### src/rtl/acc_avg_result.sv
module acc_avg_result #(
  parameter int CONV_W  = 12,
  parameter int RES_W   = 16,
  parameter int MAX_SEL = 8,
  parameter int SEL_W   = 4
) (
  input  logic              clk,
  input  logic              rst_n,
  input  logic              conv_done,
  input  logic [CONV_W-1:0] conv_data,
  input  logic [SEL_W-1:0]  acc_sel,
  input  logic              avg_en,
  input  logic              align_left,
  input  logic              ready_en,
  input  logic              rd_stb,
  input  logic              ovr_clr,
  output logic [RES_W-1:0]  result,
  output logic              valid,
  output logic              overrun,
  output logic              ready_pulse
);
  localparam int ACC_W = CONV_W + MAX_SEL;
  localparam int HEAD  = RES_W - CONV_W;

  logic [SEL_W-1:0]   sel_q;
  logic [ACC_W-1:0]   sum_q;
  logic [MAX_SEL-1:0] cnt_q;

  wire [SEL_W-1:0] sel_eff = (acc_sel > SEL_W'(MAX_SEL)) ? SEL_W'(MAX_SEL) : acc_sel;
  wire             cfg_chg = acc_sel != sel_q;
  wire [ACC_W-1:0] total   = sum_q + ACC_W'(conv_data);
  wire [MAX_SEL:0] grp_len = (MAX_SEL+1)'(1) << sel_eff;
  wire             last    = conv_done && !cfg_chg && ({1'b0, cnt_q} == grp_len - 1'b1);

  wire [CONV_W-1:0] v12    = CONV_W'(total >> sel_eff);
  wire [RES_W-1:0]  fmt12  = align_left ? {v12, {HEAD{1'b0}}} : {{HEAD{1'b0}}, v12};
  wire [RES_W-1:0]  raw16  = (sel_eff > SEL_W'(HEAD)) ? RES_W'(total >> (sel_eff - SEL_W'(HEAD)))
                                                      : RES_W'(total);
  wire              narrow = avg_en || (sel_eff == '0);
  wire [RES_W-1:0]  next_r = narrow ? fmt12 : raw16;

  always_ff @(posedge clk) begin
    if (!rst_n) begin
      sel_q <= '0;
      sum_q <= '0;
      cnt_q <= '0;
    end else begin
      sel_q <= acc_sel;
      if (cfg_chg || last) begin
        sum_q <= '0;
        cnt_q <= '0;
      end else if (conv_done) begin
        sum_q <= total;
        cnt_q <= cnt_q + MAX_SEL'(1);
      end
    end
  end

  always_ff @(posedge clk) begin
    if (!rst_n) begin
      result      <= '0;
      valid       <= 1'b0;
      overrun     <= 1'b0;
      ready_pulse <= 1'b0;
    end else begin
      ready_pulse <= last && ready_en;
      if (last) result <= next_r;
      if (last) valid <= 1'b1;
      else if (rd_stb) valid <= 1'b0;
      if (last && valid && !rd_stb) overrun <= 1'b1;
      else if (ovr_clr) overrun <= 1'b0;
    end
  end
endmodule

### config.mk
export PLATFORM = sky130hd
export DESIGN_NAME = acc_avg_result
export DESIGN_NICKNAME = d
export VERILOG_FILES = /design/src/rtl/acc_avg_result.sv
export SDC_FILE = /design/constraint.sdc
export NUM_CORES = 1
export LEC_CHECK = 0
export BUFFER_PORTS_ARGS = -buffer_cell sky130_fd_sc_hd__buf_2
export CORE_ASPECT_RATIO = 1.1
export CORE_UTILIZATION = 60
export CTS_BUF_LIST = sky130_fd_sc_hd__clkbuf_8
export CTS_CLUSTER_SIZE = 14
export DETAILED_ROUTE_END_ITERATION = 8
export PLACE_DENSITY = 0.9
export SYNTH_ARGS = -nofsm -noshare
export SYNTH_HDL_FRONTEND = slang
export SYNTH_SLANG_ARGS = --single-unit
### constraint.sdc
create_clock -name clk -period 3.9 [get_ports clk]
set_input_delay 0.195 -clock clk [delete_from_list [all_inputs] [get_ports clk]]
set_output_delay 0.195 -clock clk [all_outputs]
set_load 0.02 [all_outputs]
After elaboration in Yosys (flattened, before gate mapping)
Index checks and enable logic that the tools add are counted.
W data, S select, Z words.
{ "word_totals": {"reg_bits": 51, "latchBits": 0, "mem_bits_rw": 0, "mem_bits_ro": 0, "inputBits": 24, "output_inout_bits": 19, "elab_cells": 40, "memories": 0} }
{ "op_classes": {"n_addsub": 4, "mul": 0, "div_mod_pow": 0, "n_lt_le_gt_ge": 2, "n_eq_ne": 2, "shifts": 3, "muxes": 8, "n_bitwise": 1, "reduce_logical": 13} }
{ "ops": {"columns": ["op", "count"], "rows": [
  ["$mux W16", 3],
  ["$add A20 B12 Y20", 1],
  ["$shr A20 B4 Y12", 1],
  ["$shr A20 B4 Y16", 1],
  ["$eq A8 B9 Y1", 1],
  ["$shl A1 B4 Y9 const A", 1],
  ["$sub A9 B1 Y9 const B", 1],
  ["$add A8 B1 Y8 const B", 1],
  ["$logic_and A1 B1 Y1", 5],
  ["$gt A4 B3 Y1 const B", 1],
  ["$gt A4 B4 Y1 const B", 1],
  ["$logic_not A4 Y1", 1],
  ["$mux W1", 4],
  ["$mux W4", 1],
  ["$ne A4 B4 Y1", 1],
  ["$reduce_bool A2 Y1", 2],
  ["$sub A4 B3 Y4 const B", 1],
  ["$logic_not A1 Y1", 2],
  ["$logic_or A1 B1 Y1", 2],
  ["$reduce_or A2 Y1", 1],
  ["$not A1 Y1", 1]
]} }

Logic depth before layout (Yosys ltp)
{ "depth": {"ltp_word": 9, "ltp_mapped": 14, "mapped_depth_nobuf": 11} }

Least setup slack after synthesis
No wires, ideal clock.
{ "synth_timing": {"path_type": "input port to flip-flop", "start": "input port acc_sel[2]", "end": "register result[5]", "setup_time_ps": 65, "arrival_time_ps": 3002, "required_time_ps": 3835, "slack_ps": 833, "path_stages": 14, "n_path_buf": 3, "cell_sequence": "buf_2 clkbuf_1 nor2_1 nand2_1 ha_1 or3_1 a211oi_1 o21ai_1 a2111oi_4 buf_2 nor2_1 a311oi_1 o221ai_1 nor2_1"} }
{ "synth_between": {"elab_chain_cells": 6, "elab_cells_between_ends": 18, "cone_classes": "2 x add/sub; 2 x order compare; 2 x eq/ne; 3 x shift; 4 x mux; 5 x reduce/logical"} }
{ "synth_lines": {"columns": ["element", "line_no", "source"], "rows": [
  ["start: declaration", "11", "input logic [SEL_W-1:0] acc_sel,"],
  ["$gt A4 B4 Y1", "29", "wire [SEL_W-1:0] sel_eff = (acc_sel > SEL_W'(MAX_SEL)) ? SEL_W'(MAX_SEL) : acc_sel;"],
  ["$mux W4", "29", null],
  ["$sub A4 B3 Y4 or $shl A1 B4 Y9 (tied branches)", "37, 32", null],
  ["$shr A20 B4 Y16 or $sub A9 B1 Y9 (tied branches)", "37, 33", null],
  ["$mux W16 or $eq A8 B9 Y1 (tied branches)", "37, 33", null],
  ["$mux W16 or $logic_and A1 B1 Y1 (tied branches)", "40, 33", null],
  ["end signal: assignment", "67", "if (last) result <= next_r;"],
  ["end: declaration", "17", "output logic [RES_W-1:0] result,"]
]} }
Parallel ways exist; a longest one is shown, timed or not.
A chain may end at the register's enable or synchronous reset.

Worst setup path in the final report
{ "layout_timing": {"start": "register sum_q[0]", "end": "register result[8]"} }
{ "layout_between": {"elab_chain_cells": 4, "elab_cells_between_ends": 6, "cone_classes": "1 x add/sub; 2 x shift; 3 x mux"} }
{ "layout_lines": {"columns": ["element", "line_no", "source"], "rows": [
  ["start: declaration", "26", "logic [ACC_W-1:0] sum_q;"],
  ["start signal: assignment", "53", "sum_q <= total;"],
  ["$add A20 B12 Y20 (*)", "31", "wire [ACC_W-1:0] total = sum_q + ACC_W'(conv_data);"],
  ["$shr A20 B4 Y16 or $shr A20 B4 Y12 (tied branches)", "37, 35", null],
  ["$mux W16 (on tied branches)", "37, 36", null],
  ["$mux W16 (*)", "40", "wire [RES_W-1:0] next_r = narrow ? fmt12 : raw16;"]
]} }
Mark *: on every way between the ends. The rest lies on a longest branch, timed or not.

==> reports/summary.txt <==
Final period utilization: 0.8842
Hold buffers post-CTS: 0
Die W: 86.22 um
Final min period: 3.448 ns
Clock buffer count from CTS: 5
CTS Buffer Depth: 2
Gr ovfl total: 0
Effective utilization at floorplan: 0.6229
PD cells: 239.8 mW/mm^2
RePlAce Congestion: 1.000
Worst reg2reg setup slack: 0.45 ns
Max Cap Viol: 0
Row cnt: 33
Unique masters post-synth: 74
Ant. Diodes: 0
Setup violators final: 0
Type of the worst min-delay path: in -> reg
FF-to-FF Start: sum_q[0]
Clk sinks: 51
WL/cell: 19.70 um
Vias: 5168
Placed Instance Area: 0.004915 mm^2
Worst-Margin Slew: 0.9849 ns
Cells on worst reg2reg path: 10
Critical path fanouts, max: 6
Drt pass-1 iters: 5
Tot Pwr: 1.206 mW
Initial DRC count: 584
Cell Area, Synth: 0.004681 mm^2
First-pass GRT wire length: 24030 um
Clock transition at path regs: 0.10 ns
I/O pin count: 43
Number of synthesized flops with an enable pin: 0
CTS tree: built
Critical Path End Type: flip-flop
Yosys warns: 0
Post-Synthesis Cells: 630
Fillers: 692
Routed WL: 14800 um
Largest net degree at the start of global routing: 39
Status: completed
Initial antenna violation count: 0
Syn-to-layout area delta: 7.404%
Sequential element share of the synthesized area: 0.2181
Synth Net Count: 669
Max Freq: 290.0 MHz
Syn_area_per_cell: 7.430 um^2
Finished Cell Area: 0.005027 mm^2
Vias in the first global route: 4755
Kind of critical path: reg -> reg
Final Skew: 0.01367 ns
Clock latency on the worst-skew pair: 0.32 ns
# Post-CTS Setup Buffers: 0
Clk root buf: clkbuf_8
CTS resizes: 0
Htree depth: 2
FF-to-FF End: result[8]
Leakage: 1.972 nW
Global Route Usage Sum: 0.3724
HPWL Detailed: 11290 um
RSZ-0062 raised after global routing: no
Relative slew margins: 0.3374
Synth Register Bits: 51
Final Non-Filler Cells: 751
Post-placement cell count: 743
Die H: 94.64 um
Final worst setup slack: 0.4516 ns
IO Port Bufs: 42
Layout cells sized above 1: 0.1331
TNS Setup: 0 ns
Max VDD drop: 0.0001885 V
Crit path DAT: 3.70 ns
Dominant synthesized flop cell: dfxtp_1
DR vias/cell: 6.881
Worst EP required: 4.15 ns
DRT antenna net count: 0
Nets@finish: 684
DIE AREA: 0.008159 mm^2
Final hold viol count: 0
Async set-reset flop share out of synthesis: 0
Final Slew Violations: 0
Critical path startpoint category: flip-flop
DR DRC count: 0
Hold path endpoint: ready_pulse
HP Start: ready_en
Core area: 0.007515 mm^2
Placement Setup Slack: 0.4850 ns
Worst hold stages: 2
## report_power, final
part	internal (mW)	switching (mW)	total [mW]
clock	0.192	0.192	0.384
sequential	0.524	0.00249	0.527
combinational	0.0968	0.199	0.295
total	0.813	0.393	1.21
## how the worst max path moves through the flow
stage | from | end | cells past startpoint
floorplan | acc_sel[2] | result[5] | 14
global placement | conv_data[0] | result[8] | 11
detailed placement | acc_sel[2] | sum_q[2] | 13
CTS | sum_q[0] | result[12] | 10
global route | sum_q[0] | result[8] | 10
finish | sum_q[0] | result[8] | 10
## area by class of cell
type / instances / area [um^2] / share of cell area
Sequential cell: 51 / 1021 / 0.2031
Clock inverter: 3 / 43.79 / 0.008711
Multi-Input combinational cell: 522 / 3416 / 0.6794
Tap cell: 105 / 131.4 / 0.02613
Timing Repair Buffer: 52 / 297.8 / 0.05923
Inverter: 13 / 48.80 / 0.009706
Clock buffer: 5 / 68.82 / 0.01369
## layer usage
layer	vias to the layer above	wire [um]	global-route usage
met2	348	7141	0.6468
li1	2398	-	-
met3	54	1340	0.04283
met1	2368	5863	0.4710
met5	-	0	0
met4	0	452	0.1417
## logic make-up (layout without fill, tap and decap cells)
family | Yosys count | in the layout | share of synthesized area
AO/OA/AOI/OAI | 208 | 208 | 0.3210
multiplexers | 24 | 24 | 0.06228
AND/OR/NAND/NOR | 243 | 243 | 0.2449
adder cells (fa/ha/maj) | 15 | 15 | 0.04170
XOR/XNOR | 32 | 32 | 0.05988
flip-flops | 51 | 51 | 0.2181
buffers and inverters | 57 | 73 | 0.05212
## sequential cells by signal, indices dropped and copies added, names as in the netlist
signal	cells
ready_pulse	1
sel_q	4
cnt_q	8
result	16
valid	1
overrun	1
sum_q	20
## metrics by stage
stage,hold slack [ns],utilization
floorplan,0.3333,-
global placement,0.4220,0.6540
detailed placement,0.4231,0.6540
CTS,0.09675,0.6690
global route,0.1091,0.6690
finish,0.09389,0.6690
## Yosys cell counts, drive strengths merged, types with 2 or more instances
cell | n | area [um^2]
o21ai | 34 | 177.7
a21oi | 43 | 219.0
o221a | 4 | 45.04
a32oi | 2 | 17.52
nand2b | 6 | 37.54
buf | 25 | 123.9
nor4 | 6 | 37.54
ha | 14 | 175.2
a22oi | 5 | 37.54
a2111oi | 10 | 115.1
o221ai | 6 | 52.55
o211ai | 12 | 95.09
o21a | 6 | 45.04
xor2 | 16 | 140.1
clkbuf | 19 | 71.32
a221o | 3 | 30.03
a31oi | 14 | 87.58
xnor2 | 16 | 140.1
o211a | 2 | 20.02
and4 | 5 | 43.79
a221oi | 3 | 32.53
dfxtp | 51 | 1021
a211oi | 25 | 215.2
a21o | 11 | 82.58
nand4 | 9 | 56.30
o32ai | 2 | 17.52
nand3 | 22 | 122.6
a21boi | 2 | 15.02
mux4 | 4 | 90.09
and3 | 9 | 56.30
inv | 12 | 45.04
mux2i | 19 | 190.2
a211o | 4 | 35.03
o2111ai | 2 | 17.52
nor2 | 84 | 322.8
a31o | 3 | 26.28
or2 | 3 | 18.77
or3 | 6 | 37.54
nor2b | 7 | 43.79
nand2 | 61 | 229.0
o31ai | 3 | 22.52
o22ai | 5 | 31.28
nor3 | 20 | 100.1
## worst max-delay path: stages (launching register included)
cell	delay (ns)
dfxtp_1	0.33
ha_1	0.22
fa_1	0.42
a211oi_2	0.42
o211ai_1	0.17
a21boi_1	0.32
xnor2_1	0.30
a211oi_2	0.22
mux4_2	0.54
or3_1	0.31
a21oi_1	0.12
## cells in the final DEF (no fill, tap or decap), types with 16 or more instances in the layout
cell type,n
nand2_1,61
nor2_1,83
xnor2_1,16
xor2_1,16
mux2i_1,19
o21ai_0,25
nor3_1,20
dfxtp_1,51
nand3_1,21
buf_2,42
a21oi_1,42
a211oi_1,21
No activity file was read; power rests on OpenSTA's default activity.
